$ cat config.mk
export PLATFORM = sky130hd
export DESIGN_NAME = rom_reader
export DESIGN_NICKNAME = d
export VERILOG_FILES = /design/src/rtl/rom_reader_pkg.sv /design/src/rtl/rom_clk_div.sv /design/src/rtl/rom_tmg_reg.sv /design/src/rtl/rom_hold_ctrl.sv /design/src/rtl/rom_reader.sv
export SDC_FILE = /design/constraint.sdc
export NUM_CORES = 1
export LEC_CHECK = 0
export BUFFER_PORTS_ARGS = -buffer_cell sky130_fd_sc_hd__buf_2
export CAP_MARGIN = 5
export CORE_UTILIZATION = 42
export CTS_CLUSTER_DIAMETER = 100
export DETAILED_ROUTE_END_ITERATION = 6
export MAX_ROUTING_LAYER = met4
export PLACE_DENSITY_LB_ADDON = 0.12
export SYNTH_ARGS = -nofsm -noshare
export SYNTH_HDL_FRONTEND = slang
export SYNTH_SLANG_ARGS = --single-unit
$ cat constraint.sdc
create_clock -name clk -period 1.5 [get_ports clk]
set_input_delay 0.3 -clock clk [delete_from_list [all_inputs] [get_ports clk]]
set_output_delay 0.3 -clock clk [all_outputs]
set_load 0.1 [all_outputs]
$ cat src/rtl/rom_reader_pkg.sv
package rom_reader_pkg;
  localparam int ADDR_W = 20;
  localparam int DATA_W = 8;
  localparam int TMG_W  = 4;

  typedef enum logic {
    ST_IDLE = 1'b0,
    ST_HOLD = 1'b1
  } rd_state_t;
endpackage

$ cat src/rtl/rom_clk_div.sv
module rom_clk_div #(
  parameter int RATIO = 4
) (
  input  logic clk,
  input  logic rst_n,
  input  logic restart,
  output logic tick,
  output logic slow_clk
);
  localparam int CW = (RATIO > 1) ? $clog2(RATIO) : 1;
  localparam logic [CW-1:0] LAST = CW'(RATIO - 1);
  localparam logic [CW-1:0] HALF = CW'(RATIO / 2);

  logic [CW-1:0] phase;

  always_ff @(posedge clk or negedge rst_n) begin
    if (!rst_n)          phase <= '0;
    else if (restart)    phase <= '0;
    else if (phase == LAST) phase <= '0;
    else                 phase <= phase + 1'b1;
  end

  assign tick     = (phase == LAST);
  assign slow_clk = (phase >= HALF);
endmodule

$ cat src/rtl/rom_tmg_reg.sv
module rom_tmg_reg #(
  parameter int TW = 4,
  parameter logic [TW-1:0] RST_VAL = 4'b1001
) (
  input  logic          clk,
  input  logic          rst_n,
  input  logic          we,
  input  logic [TW-1:0] wdata,
  output logic [TW-1:0] eff,
  output logic          illegal
);
  logic [TW-1:0] field;

  // Only the hard reset touches this field; soft reset and stop do not reach it.
  always_ff @(posedge clk or negedge rst_n) begin
    if (!rst_n)  field <= RST_VAL;
    else if (we) field <= wdata;
  end

  assign illegal = (field == '0);
  assign eff     = illegal ? TW'(1) : field;
endmodule

$ cat src/rtl/rom_hold_ctrl.sv
module rom_hold_ctrl
  import rom_reader_pkg::*;
#(
  parameter int AW = ADDR_W,
  parameter int DW = DATA_W,
  parameter int TW = TMG_W
) (
  input  logic          clk,
  input  logic          rst_n,
  input  logic          abort,
  input  logic          tick,
  input  logic [TW-1:0] tmg_eff,
  input  logic          req_valid,
  input  logic [AW-1:0] req_addr,
  output logic          start,
  output logic          in_flight,
  output logic [AW-1:0] addr_q,
  input  logic [DW-1:0] rom_data,
  output logic          rsp_valid,
  output logic [DW-1:0] rsp_data
);
  rd_state_t     state;
  logic [TW-1:0] remain;
  logic          last_tick;

  assign in_flight = (state == ST_HOLD);
  assign start     = !in_flight && req_valid && !abort;
  assign last_tick = in_flight && tick && (remain == TW'(1));

  always_ff @(posedge clk or negedge rst_n) begin
    if (!rst_n) begin
      state     <= ST_IDLE;
      remain    <= '0;
      addr_q    <= '0;
      rsp_valid <= 1'b0;
      rsp_data  <= '0;
    end else begin
      rsp_valid <= 1'b0;
      if (abort) begin
        state <= ST_IDLE;
      end else if (start) begin
        state  <= ST_HOLD;
        addr_q <= req_addr;
        remain <= tmg_eff;
      end else if (last_tick) begin
        state     <= ST_IDLE;
        rsp_data  <= rom_data;
        rsp_valid <= 1'b1;
      end else if (in_flight && tick) begin
        remain <= remain - 1'b1;
      end
    end
  end
endmodule

$ cat src/rtl/rom_reader.sv
module rom_reader
  import rom_reader_pkg::*;
#(
  parameter int AW = ADDR_W,
  parameter int DW = DATA_W,
  parameter int TW = TMG_W,
  parameter int CLK_RATIO = 4,
  parameter logic [TW-1:0] TMG_RST = 4'b1001
) (
  input  logic          clk,
  input  logic          rst_n,
  input  logic          soft_rst,
  input  logic          stop_cmd,
  input  logic          tmg_we,
  input  logic [TW-1:0] tmg_wdata,
  output logic          tmg_illegal,
  input  logic          req_valid,
  input  logic [AW-1:0] req_addr,
  output logic          req_ready,
  output logic          busy,
  output logic          rsp_valid,
  output logic [DW-1:0] rsp_data,
  output logic          rom_clk,
  output logic [AW-1:0] rom_addr,
  output logic          rom_ce_n,
  output logic          rom_oe_n,
  input  logic [DW-1:0] rom_data
);
  logic          abort;
  logic          start;
  logic          tick;
  logic          in_flight;
  logic [TW-1:0] tmg_eff;

  assign abort = soft_rst | stop_cmd;

  rom_clk_div #(.RATIO(CLK_RATIO)) u_div (
    .clk      (clk),
    .rst_n    (rst_n),
    .restart  (start),
    .tick     (tick),
    .slow_clk (rom_clk)
  );

  rom_tmg_reg #(.TW(TW), .RST_VAL(TMG_RST)) u_tmg (
    .clk     (clk),
    .rst_n   (rst_n),
    .we      (tmg_we),
    .wdata   (tmg_wdata),
    .eff     (tmg_eff),
    .illegal (tmg_illegal)
  );

  rom_hold_ctrl #(.AW(AW), .DW(DW), .TW(TW)) u_ctrl (
    .clk       (clk),
    .rst_n     (rst_n),
    .abort     (abort),
    .tick      (tick),
    .tmg_eff   (tmg_eff),
    .req_valid (req_valid),
    .req_addr  (req_addr),
    .start     (start),
    .in_flight (in_flight),
    .addr_q    (rom_addr),
    .rom_data  (rom_data),
    .rsp_valid (rsp_valid),
    .rsp_data  (rsp_data)
  );

  assign busy      = in_flight;
  assign req_ready = !in_flight;
  assign rom_ce_n  = !in_flight;
  assign rom_oe_n  = !in_flight;
endmodule

==> results of run 1 <==
==> metal layers <==
metal | wire [microns] | GRT usage (%) | vias to the layer above | part of all wire [%]
met3 | 280 | 5.73 | 10 | 6.5
met5 | 0 | - | - | 0
met4 | 69 | 7.88 | 0 | 1.6
met2 | 2100 | 32.9 | 62 | 49
met1 | 1830 | 25.3 | 676 | 43
li1 | - | - | 613 | -
==> worst reg2reg max path, cell delays in order (launching register included) <==
cell	delay, ps
dfrtp_1	400
inv_2	80
ha_4	130
or3b_4	390
and2_4	160
a221o_1	290
==> sequential cells by signal, summed over array words and instances (netlist names) <==
signal / flops
u_ctrl.addr_q: 20
u_ctrl.in_flight: 1
u_ctrl.remain: 4
u_ctrl.rsp_data: 8
u_ctrl.rsp_valid: 1
u_div.phase: 2
u_tmg.field: 4
==> Yosys cell counts <==
cell,number
a211oi_1,4
a21boi_0,1
a221o_1,1
a221oi_1,1
a311oi_1,1
a31o_2,1
and2_1,1
and4bb_2,1
buf_4,4
buf_6,1
dfrtp_1,38
dfstp_2,2
ha_1,4
inv_1,6
mux2_2,32
nand2_1,2
nand2_2,1
nor2_1,2
nor2b_1,1
nor3_1,2
nor3b_1,2
nor4_1,1
nor4b_4,1
o21ai_0,1
o21bai_1,1
or2_2,1
or3b_1,1
xor2_1,1
==> cell type report <==
type,instances,area share (%)
Clock inverter,3,1.55
Multi-Input combinational cell,65,29.9
Clock buffer,5,2.51
Tap cell,48,2.19
Inverter,6,0.957
Sequential cell,40,36.7
Timing Repair Buffer,96,26.2
==> how the worst max path moves through the flow <==
stage                            startpoint                             end  slack, ps  cells after the start
6_report       u_ctrl.remain[1]$_DFFE_PN0P_    u_ctrl.remain[3]$_DFFE_PN0P_        -60                      5
5_1_grt            u_div.phase[0]$_DFF_PN0_                         rom_clk       -120                      4
4_1_cts          u_tmg.field[0]$_DFFE_PN1P_                     tmg_illegal        -60                      2
3_5_place_dp   u_ctrl.remain[1]$_DFFE_PN0P_  u_ctrl.rsp_data[7]$_DFFE_PN0P_       -110                      6
3_3_place_gp   u_ctrl.remain[1]$_DFFE_PN0P_  u_ctrl.rsp_data[7]$_DFFE_PN0P_        -20                      6
2_1_floorplan    u_tmg.field[3]$_DFFE_PN1P_    u_ctrl.remain[0]$_DFFE_PN0P_       -360                      3
==> logic make-up after synthesis <==
logic type | synth area share, %
DFF | 59.4
muxes | 21.3
and+or+nand+nor | 6.89
AOI/OAI and AO/OA | 5.11
buffers and inverters | 3.78
adders and majority gates | 2.96
xor gates and xnor gates | 0.519
==> stage by stage <==
stage | setup slack [ps] | utilization (%) | area (sq um)
global route | -119 | 72.8 | 2750
global placement | -19.5 | 62.6 | 2360
detailed placement | -109 | 62.6 | 2360
CTS | -62.3 | 68.6 | 2590
finish | -62.0 | 72.8 | 2750
floorplan | -364 | - | 1820
==> power groups by stage <==
stage	Clock, W	Sequential (W)	Combinational (W)
floorplan	0	0.00239	0.000592
global placement	0	0.00142	0.00193
detailed placement	0	0.00144	0.00195
CTS	0.000881	0.00142	0.00214
global route	0.000930	0.00145	0.00233
finish	0.000869	0.00143	0.00224
==> timing repair <==
action | in CTS | in global routing
gates resized for setup | 15 | 15
endpoints found under the setup margin | 18 | 38
endpoints found under the hold margin | 14 | 0
gates cloned | 1 | 3
setup buffers | 6 | 4
pin swaps | 5 | 5
hold buffers | 1 | 0
==> summary.txt, run 1 <==
Status: finished, violations left
Failing checks: setup timing
Slew Limit Fails: 0
CTS HTree Levels: 2
Initial DRC Count: 67
Per-cell routed wire length: 16.3 microns
Yosys reg bits: 40
GRT Total Usage: 20.7%
DR vias: 1361
Setup TNS: -418 ps
Area contributors post-synth: dfrtp_1, mux2_2, dfstp_2
Multi-input gate area: 821 sq um
Clk_lat worst skew: 290 ps
Clock transition at the registers of the reported paths: 80 ps
Cells on worst reg2reg path: 5
Max-cap violations: 0
Final-report hold violation count: 0
Synth area leader: dfrtp_1
Vias per Instance: 5.17
Min cycle time layout: 1560 ps
Hold Path Sink: u_tmg.field[1]$_DFFE_PN0P_
Internal power: 0.00247 W
Die ar.: 4280 sq um
Register share of total power: 31.5%
WS Path Type: register to register
Grt total ovfl: 0
Synth cell types: 28
Final setup vio count: 14
Pwr Total: 0.00453 W
CP max FO: 3
Worst clock skew: 8.26 ps
Non-Filler Instances: 263
Buffers and inverters on the worst path: 1
Family with the most delay on the worst path: simple AND/OR/NAND/NOR gates
Clk root buf: clkbuf_8
Cell count after synthesis: 115
FF-to-FF setup slack: -60 ps
Area growth syn-to-layout: 62.5%
Fmax: 640 MHz
First-pass GRT wire length: 6.33 mm
Antenna cells: 0
Reg area: 1010 sq um
Antenna violations before repair: 0
Worst min path class: input pin to register
Final WL: 4.29 mm
Cells along the critical path: inv_2, ha_4, or3b_4, and2_4, a221o_1
I/O pin total: 73
Layout cells sized above 1: 72.6%
Synth Cell Area: 1690 sq um
Nets: 256
DR DRC count: 0
Peak VDD IR: 0.785 mV
Clock power share: 19.2%
CTS buffer count: 5
Detail Route Antenna Nets: 0
CP required: 1680 ps
Pin count of the biggest net entering global routing: 32
Pleak: 1.42 nW
CP max stage cell: dfrtp_1
Slew @ Worst Pin: 500 ps
Gpl congestion: 0.729
Die H: 65.4 microns
Worst EP arrival: 1740 ps
# rows: 22
Net Sw Frac: 45.5%
Startpoint Class: register
Yosys warns: 0
RSZ-0062 raised after global routing: true
Syn_area_per_cell: 14.7 sq um
Fin Hold WS: 217 ps
Count of input and output buffers: 72
Clock Path Buffers: 2
Max-Slew Margin vs Limit: 66.9%
Commonest non-fill, non-tap cells in the layout: buf_2, dfrtp_1, mux2_4
DIE WIDTH: 65.4 microns
Worst Slack Setup Final: -62.0 ps
Share of the yosys chip area belonging to registers: 59.4%
Cells after DPL: 240
CTS sink cnt: 40
Psw: 0.00206 W
Setup crit end kind: register
PwrDens: 1650 nW/um^2
Top cell type's share of synthesized area: 56.3%
DR pass1 iterations: 4
HP Start: tmg_wdata[1]
Worst reg2reg path endpoint: u_ctrl.remain[3]$_DFFE_PN0P_
Detailed placement HPWL: 2.72 mm
Power share of the combinational group: 49.4%
Launching point of the worst reg2reg path: u_ctrl.remain[1]$_DFFE_PN0P_
Worst hold stages: 3
Starting Density: 44.8%
Commonest non-fill, non-tap cell in the layout: buf_2
Period Utilization, post-route: 104%
Largest stage delay on the critical path: 400 ps
Fillcell total: 264
Syn Nets: 157
CTS tree: built
Core Area: 3770 sq um
Number of global-route vias before repair: 1346
Power figures use the tool's default switching activity.
==> inputs of run 2 (changes only) <==
- CORE_UTILIZATION: 42 -> 28
- GPL_ROUTABILITY_DRIVEN: not set -> 1
==> run 2 against run 1 <==
  * The flow still finishes with violations (setup timing)
  * Critical endpoint is now u_ctrl.addr_q[16]$_DFFE_PN0P_
  * Utilization shrank 24 points
  * Register-to-register slack lost 20 ps
  * Critical path depth shrank 2
  * Combinational power is essentially flat
  * First-iteration DRC count shrank 69%
  * Maximum frequency shrank 1.1%
  * Setup slack lost 17 ps
  * Wire length shrank 2.8%
  * Die area grew 48%
  * Final cell count grew 11%
  * Largest power group unchanged
  * Total power shrank 3.4%
  * Count of clock-buffer cells in the layout grew 1
==> summary.txt, run 2 (synthesis gave the netlist of run 1 again) <==
Reg with most FFs: u_ctrl.addr_q (unchanged)
Antenna cells: 0 (unchanged)
CTS buffer count: 5 (unchanged)
Commonest non-fill, non-tap cell in the layout: buf_2 (unchanged)
WL met3: 201 microns (was 280 microns)
DR DRC count: 0 (unchanged)
First-pass GRT wire length: 6.65 mm (was 6.33 mm)
Pwr Total: 0.00438 W (was 0.00453 W)
Met2 WL post-DR: 2.22 mm (was 2.10 mm)
Worst hold stages: 3 (unchanged)
Die H: 79.7 microns (was 65.4 microns)
Min cycle time layout: 1580 ps (was 1560 ps)
Non-Filler Instances: 293 (was 263)
Worst Slack Setup Final: -79.3 ps (was -62.0 ps)
CTS sink cnt: 40 (unchanged)
Final WL: 4.17 mm (was 4.29 mm)
DR pass1 iterations: 4 (unchanged)
Levels on crit path: 3 (was 5)
Launching point of the worst reg2reg path: u_ctrl.in_flight$_DFFE_PN0P_ (was u_ctrl.remain[1]$_DFFE_PN0P_)
Failing checks: setup timing (unchanged)
Count of input and output buffers: 72 (unchanged)
Crit. Startpoint: u_ctrl.in_flight$_DFFE_PN0P_ (was u_ctrl.remain[1]$_DFFE_PN0P_)
Nets: 262 (was 256)
Detail Route Antenna Nets: 0 (unchanged)
Highest Signal Layer: met4 (unchanged)
Final-report hold violation count: 0 (unchanged)
DR vias: 1321 (was 1361)
CTS HTree Levels: 2 (unchanged)
Worst min path class: input pin to register (unchanged)
Area growth syn-to-layout: 65.2% (was 62.5%)
Largest stage delay on the critical path: 510 ps (was 400 ps)
GRT Total Usage: 14.2% (was 20.7%)
RSZ-0062 raised after global routing: true (unchanged)
Slew Limit Fails: 0 (unchanged)
Pleak: 1.44 nW (was 1.42 nW)
Final setup vio count: 29 (was 14)
Pin count of the biggest net entering global routing: 21 (was 32)
Largest registers: u_ctrl.addr_q: 20 flops, u_ctrl.rsp_data: 8 flops (unchanged)
Core Area: 5680 sq um (was 3770 sq um)
Starting Density: 29.8% (was 44.8%)
Antenna violations before repair: 0 (unchanged)
Initial DRC Count: 21 (was 67)
Max FFs per register: 20 (unchanged)
Fin Hold WS: 214 ps (was 217 ps)
Per-cell routed wire length: 14.2 microns (was 16.3 microns)
PwrDens: 1570 nW/um^2 (was 1650 nW/um^2)
Period Utilization, post-route: 105% (was 104%)
Max-Slew Margin vs Limit: 66.8% (was 66.9%)
Setup crit end kind: register (unchanged)
Cells after DPL: 267 (was 240)
DRT met1 WL: 1.72 mm (was 1.83 mm)
Clk root buf: clkbuf_8 (unchanged)
WS Path Type: register to register (unchanged)
Family with the most delay on the worst path: flip-flops (was simple AND/OR/NAND/NOR gates)
Worst EP arrival: 1760 ps (was 1740 ps)
CP required: 1680 ps (about the same)
CP max stage cell: dfrtp_4 (was dfrtp_1)
Clock transition at the registers of the reported paths: 80 ps (about the same)
Startpoint Class: register (unchanged)
Number of global-route vias before repair: 1396 (was 1346)
CP max FO: 8 (was 3)
Peak VDD IR: 0.990 mV (was 0.785 mV)
Max-cap violations: 0 (unchanged)
DIE WIDTH: 79.7 microns (was 65.4 microns)
Die ar.: 6350 sq um (was 4280 sq um)
Cells along the critical path: nor4b_4, buf_4, mux2_4 (was inv_2, ha_4, or3b_4, and2_4, a221o_1)
Fmax: 633 MHz (was 640 MHz)
HP Start: tmg_wdata[1] (unchanged)
Worst clock skew: 6.97 ps (was 8.26 ps)
Layout cells sized above 1: 75.1% (was 72.6%)
Grt total ovfl: 0 (unchanged)
Setup TNS: -1370 ps (was -418 ps)
I/O pin total: 73 (unchanged)
CTS tree: built (unchanged)
Vias per Instance: 4.51 (was 5.17)
Buffers and inverters on the worst path: 1 (unchanged)
Cells on worst reg2reg path: 3 (was 5)
Status: finished, violations left (unchanged)
FF-to-FF setup slack: -80 ps (was -60 ps)
Commonest non-fill, non-tap cells in the layout: buf_2, dfrtp_1, mux2_4 (unchanged)
Clk_lat worst skew: 290 ps (about the same)
Slew @ Worst Pin: 502 ps (was 500 ps)
Gpl congestion: 0.795 (was 0.729)
# rows: 27 (was 22)
Clock Path Buffers: 2 (unchanged)
Detailed placement HPWL: 2.86 mm (was 2.72 mm)
run 2: per-layer routing:
metal  track usage [%]  vias to the layer above
met1              15.4                      654
li1                  -                      615
met5                 -                        -
met2              25.2                       47
met4              3.82                        0
met3              3.89                        5
run 2: power by group:
| group | total [W] | switching [W] | internal, W | leakage (nW) |
|---|---|---|---|---|
| combinational | 0.00223 | 0.00153 | 0.000696 | 0.899 |
| clock | 0.000730 | 0.000363 | 0.000367 | 0.0510 |
| sequential | 0.00142 | 0.000141 | 0.00128 | 0.489 |
run 2: layout make-up:
cell class                 count  area [sq um]
clock buffer                   6          82.6
clock inverter                 2          10.0
fill                         531          2890
inverter                       6          26.3
multi-input combinational     65           857
sequential                    40          1010
tap                           72          90.1
timing repair buffer         102           717
run 2: what timing repair did:
action / CTS / global route
endpoints found under the hold margin: 3 / 0
pin swaps: 8 / 5
gates resized for setup: 32 / 7
hold buffers: 1 / 0
setup endpoints to repair: 28 / 39
setup buffers: 8 / 9
cloned: 1 / 0
run 2: per-stage QoR:
| stage | util (%) | worst slack (ps) | area, sq um |
|---|---|---|---|
| global route | 49.2 | -116 | 2790 |
| detailed placement | 42.1 | -139 | 2390 |
| CTS | 47.5 | -75.9 | 2700 |
| global placement | 42.1 | -34.8 | 2390 |
| finish | 49.2 | -79.3 | 2790 |
| floorplan | - | -364 | 1820 |
run 2: tightest hold or removal path, delay by kind of cell:
family	cells	cell delay (ps)
buffers and inverters	1	70
AO/OA/AOI/OAI	1	50
AND/OR/NAND/NOR	1	40
run 2: worst paths after layout:
path / end
max: u_ctrl.addr_q[16]$_DFFE_PN0P_
min: u_tmg.field[1]$_DFFE_PN0P_
max reg2reg: u_ctrl.addr_q[16]$_DFFE_PN0P_
min reg2reg: u_ctrl.addr_q[8]$_DFFE_PN0P_
max in group asynchronous: u_ctrl.rsp_valid$_DFF_PN0_
min in group asynchronous: u_ctrl.addr_q[10]$_DFFE_PN0P_
==> inputs of run 3 (changes only) <==
--- a/config.mk
+++ b/config.mk
@@ -8,4 +8,6 @@
 export BUFFER_PORTS_ARGS = -buffer_cell sky130_fd_sc_hd__buf_2
 export CAP_MARGIN = 5
+export CELL_PAD_IN_SITES_DETAIL_PLACEMENT = 1
+export CELL_PAD_IN_SITES_GLOBAL_PLACEMENT = 1
 export CORE_UTILIZATION = 28
 export CTS_CLUSTER_DIAMETER = 100
==> constraint.sdc (replaced) <==
create_clock -name clk -period 2 [get_ports clk]
set_input_delay 0.4 -clock clk [delete_from_list [all_inputs] [get_ports clk]]
set_output_delay 0.4 -clock clk [all_outputs]
set_load 0.005 [all_outputs]
==> run 3 against run 2 <==
  * The run now ends clean
  * Global-route usage shrank 0.67 points
  * Worst hold slack gained 110 ps
  * Setup slack gained 370 ps
  * Combinational power shrank 79%
  * Utilization shrank 10 points
  * Sequential share of layout area grew 9.0 points
  * Sequential cell count is the same
  * Highest routed layer unchanged
  * Total power shrank 53%
  * Non-clock buffer count shrank 26
==> summary.txt, run 3 (synthesis gave the netlist of run 1 again) <==
Count of input and output buffers: 72 (unchanged)
Antenna cells: 0 (unchanged)
First-pass GRT wire length: 6.31 mm (was 6.65 mm)
CTS buffer count: 5 (unchanged)
Highest Signal Layer: met4 (unchanged)
Pleak: 1.13 nW (was 1.44 nW)
CTS tree: built (unchanged)
Pwr Total: 0.00207 W (was 0.00438 W)
WL met3: 201 microns (unchanged)
DR DRC count: 0 (unchanged)
GRT Total Usage: 13.5% (was 14.2%)
Setup TNS: 0 ps (was -1370 ps)
FF-to-FF setup slack: 300 ps (was -80 ps)
Final WL: 3.76 mm (was 4.17 mm)
Clk root buf: clkbuf_8 (unchanged)
WS Path Type: register to output port (was register to register)
Worst min path class: input pin to register (unchanged)
DR pass1 iterations: 4 (unchanged)
Commonest non-fill, non-tap cells in the layout: buf_2, dfrtp_1, mux2_2 (was buf_2, dfrtp_1, mux2_4)
Reg with most FFs: u_ctrl.addr_q (unchanged)
# Post-CTS Setup Buffers: 0 (was 8)
Per-cell routed wire length: 14.1 microns (was 14.2 microns)
CP required: 1600 ps (was 1680 ps)
Met2 WL post-DR: 1.96 mm (was 2.22 mm)
Area growth syn-to-layout: 31.6% (was 65.2%)
Peak VDD IR: 0.344 mV (was 0.990 mV)
Commonest non-fill, non-tap cell in the layout: buf_2 (unchanged)
# rows: 27 (unchanged)
Antenna violations before repair: 0 (unchanged)
Non-Filler Instances: 266 (was 293)
Worst clock skew: 10.6 ps (was 6.97 ps)
PwrDens: 933 nW/um^2 (was 1570 nW/um^2)
Vias per Instance: 4.61 (was 4.51)
CP max stage cell: dfrtp_1 (was dfrtp_4)
Internal power: 0.00150 W (was 0.00234 W)
Detailed placement HPWL: 2.94 mm (was 2.86 mm)
Net Sw Frac: 27.8% (was 46.5%)
Die H: 79.7 microns (unchanged)
Pin count of the biggest net entering global routing: 32 (was 21)
Util after Layout: 39.2% (was 49.2%)
RSZ-0062 raised after global routing: false (was true)
Number of global-route vias before repair: 1332 (was 1396)
Worst Slack Setup Final: 294 ps (was -79.3 ps)
Core Area: 5680 sq um (unchanged)
Fmax: 586 MHz
Grt total ovfl: 0 (unchanged)
Status: finished, final reports clean (was finished, violations left)
Cells after DPL: 257 (was 267)
Max FFs per register: 20 (unchanged)
I/O pin total: 73 (unchanged)
Layout cells sized above 1: 62.9% (was 75.1%)
CTS HTree Levels: 2 (unchanged)
Pre-CTS setup slack: 262 ps (was -139 ps)
Power share of the combinational group: 22.2% (was 50.8%)
Clk_lat worst skew: 290 ps (about the same)
CP max FO: 3 (was 8)
Max-Slew Margin vs Limit: 75.6% (was 66.8%)
Period Utilization, post-route: 85.3%
DIE WIDTH: 79.7 microns (unchanged)
Die ar.: 6350 sq um (unchanged)
Starting Density: 29.8% (unchanged)
Nets: 235 (was 262)
Largest registers: u_ctrl.addr_q: 20 flops, u_ctrl.rsp_data: 8 flops (unchanged)
Clock transition at the registers of the reported paths: 80 ps (about the same)
Initial DRC Count: 21 (unchanged)
Psw: 0.000576 W (was 0.00203 W)
Clock Path Buffers: 2 (unchanged)
Gpl congestion: 0.761 (was 0.795)
Register share of total power: 51.0% (was 32.5%)
Final setup vio count: 0 (was 29)
Cells along the critical path: inv_1, ha_1, or2_2, buf_2 (was nor4b_4, buf_4, mux2_4)
DR vias: 1225 (was 1321)
CTS sink cnt: 40 (unchanged)
Slew @ Worst Pin: 366 ps (was 502 ps)
Setup crit end kind: output port (was register)
Detail Route Antenna Nets: 0 (unchanged)
Final-report hold violation count: 0 (unchanged)
Worst EP arrival: 1310 ps (was 1760 ps)
Largest stage delay on the critical path: 370 ps (was 510 ps)
DRT met1 WL: 1.55 mm (was 1.72 mm)
Startpoint Class: register (unchanged)
Clock power share: 26.8% (was 16.7%)
Slew Limit Fails: 0 (unchanged)
Min cycle time layout: 1710 ps
Max-cap violations: 0 (unchanged)
## run 3: cell types whose count changed in the layout (fill, tap and decap cells not counted), sizes merged
cell | before | now
clkinvlp | 1 | 0
buf | 101 | 75
inv | 5 | 6
nand2 | 4 | 3
## run 3: critical path: cells and delay by family, from the launching register on
kind                       cells  cell delay (ps)
adders and majority gates      1              180
buffers and inverters          2              180
DFF                            1              370
and+or+nand+nor                1              290
## run 3: layer usage
metal  global-route usage [%]  vias to the layer above
li1                         -                      566
met1                     15.4                      612
met2                     22.8                       41
met3                     3.77                        6
met4                     4.36                        0
met5                        -                        -
## run 3: power by group through the flow
stage | clock network (W) | logic, W | registers, W
3_5_place_dp | 0 | 0.000475 | 0.00107
5_1_grt | 0.000610 | 0.000521 | 0.00108
2_1_floorplan | 0 | 0.000235 | 0.00107
4_1_cts | 0.000578 | 0.000475 | 0.00106
6_report | 0.000556 | 0.000460 | 0.00106
3_3_place_gp | 0 | 0.000446 | 0.00106
## run 3: final cells by class
type	count	area, sq um
Clock buffer	6	82.6
Inverter	6	22.5
Sequential cell	40	1000
Timing Repair Buffer	76	393
Multi-Input combinational cell	64	622
Clock inverter	2	10.0
Fill cell	643	3450
Tap cell	72	90.1
## run 3: stage by stage
stage / area (sq um) / hold WS (ps)
2_1_floorplan: 1690 / 104
3_3_place_gp: 2120 / 269
3_5_place_dp: 2120 / 271
4_1_cts: 2220 / 323
5_1_grt: 2220 / 323
6_report: 2220 / 321
## run 3: path summary, 6_finish.rpt
path                                         startpoint                           end  cells after the start
max                            u_div.phase[0]$_DFF_PN0_                       rom_clk                      4
min reg2reg                    u_div.phase[0]$_DFF_PN0_      u_div.phase[0]$_DFF_PN0_                      1
min                                        tmg_wdata[1]    u_tmg.field[1]$_DFFE_PN0P_                      3
max in group asynchronous                         rst_n      u_div.phase[0]$_DFF_PN0_                      3
max reg2reg                u_ctrl.in_flight$_DFFE_PN0P_  u_ctrl.remain[2]$_DFFE_PN0P_                      4
min in group asynchronous                         rst_n  u_ctrl.remain[3]$_DFFE_PN0P_                      2
## run 3: what timing repair did
item                                   in CTS  in global routing
endpoints found under the hold margin       6                  0
hold buffers                                1                  0
gates resized for setup                     0                  0
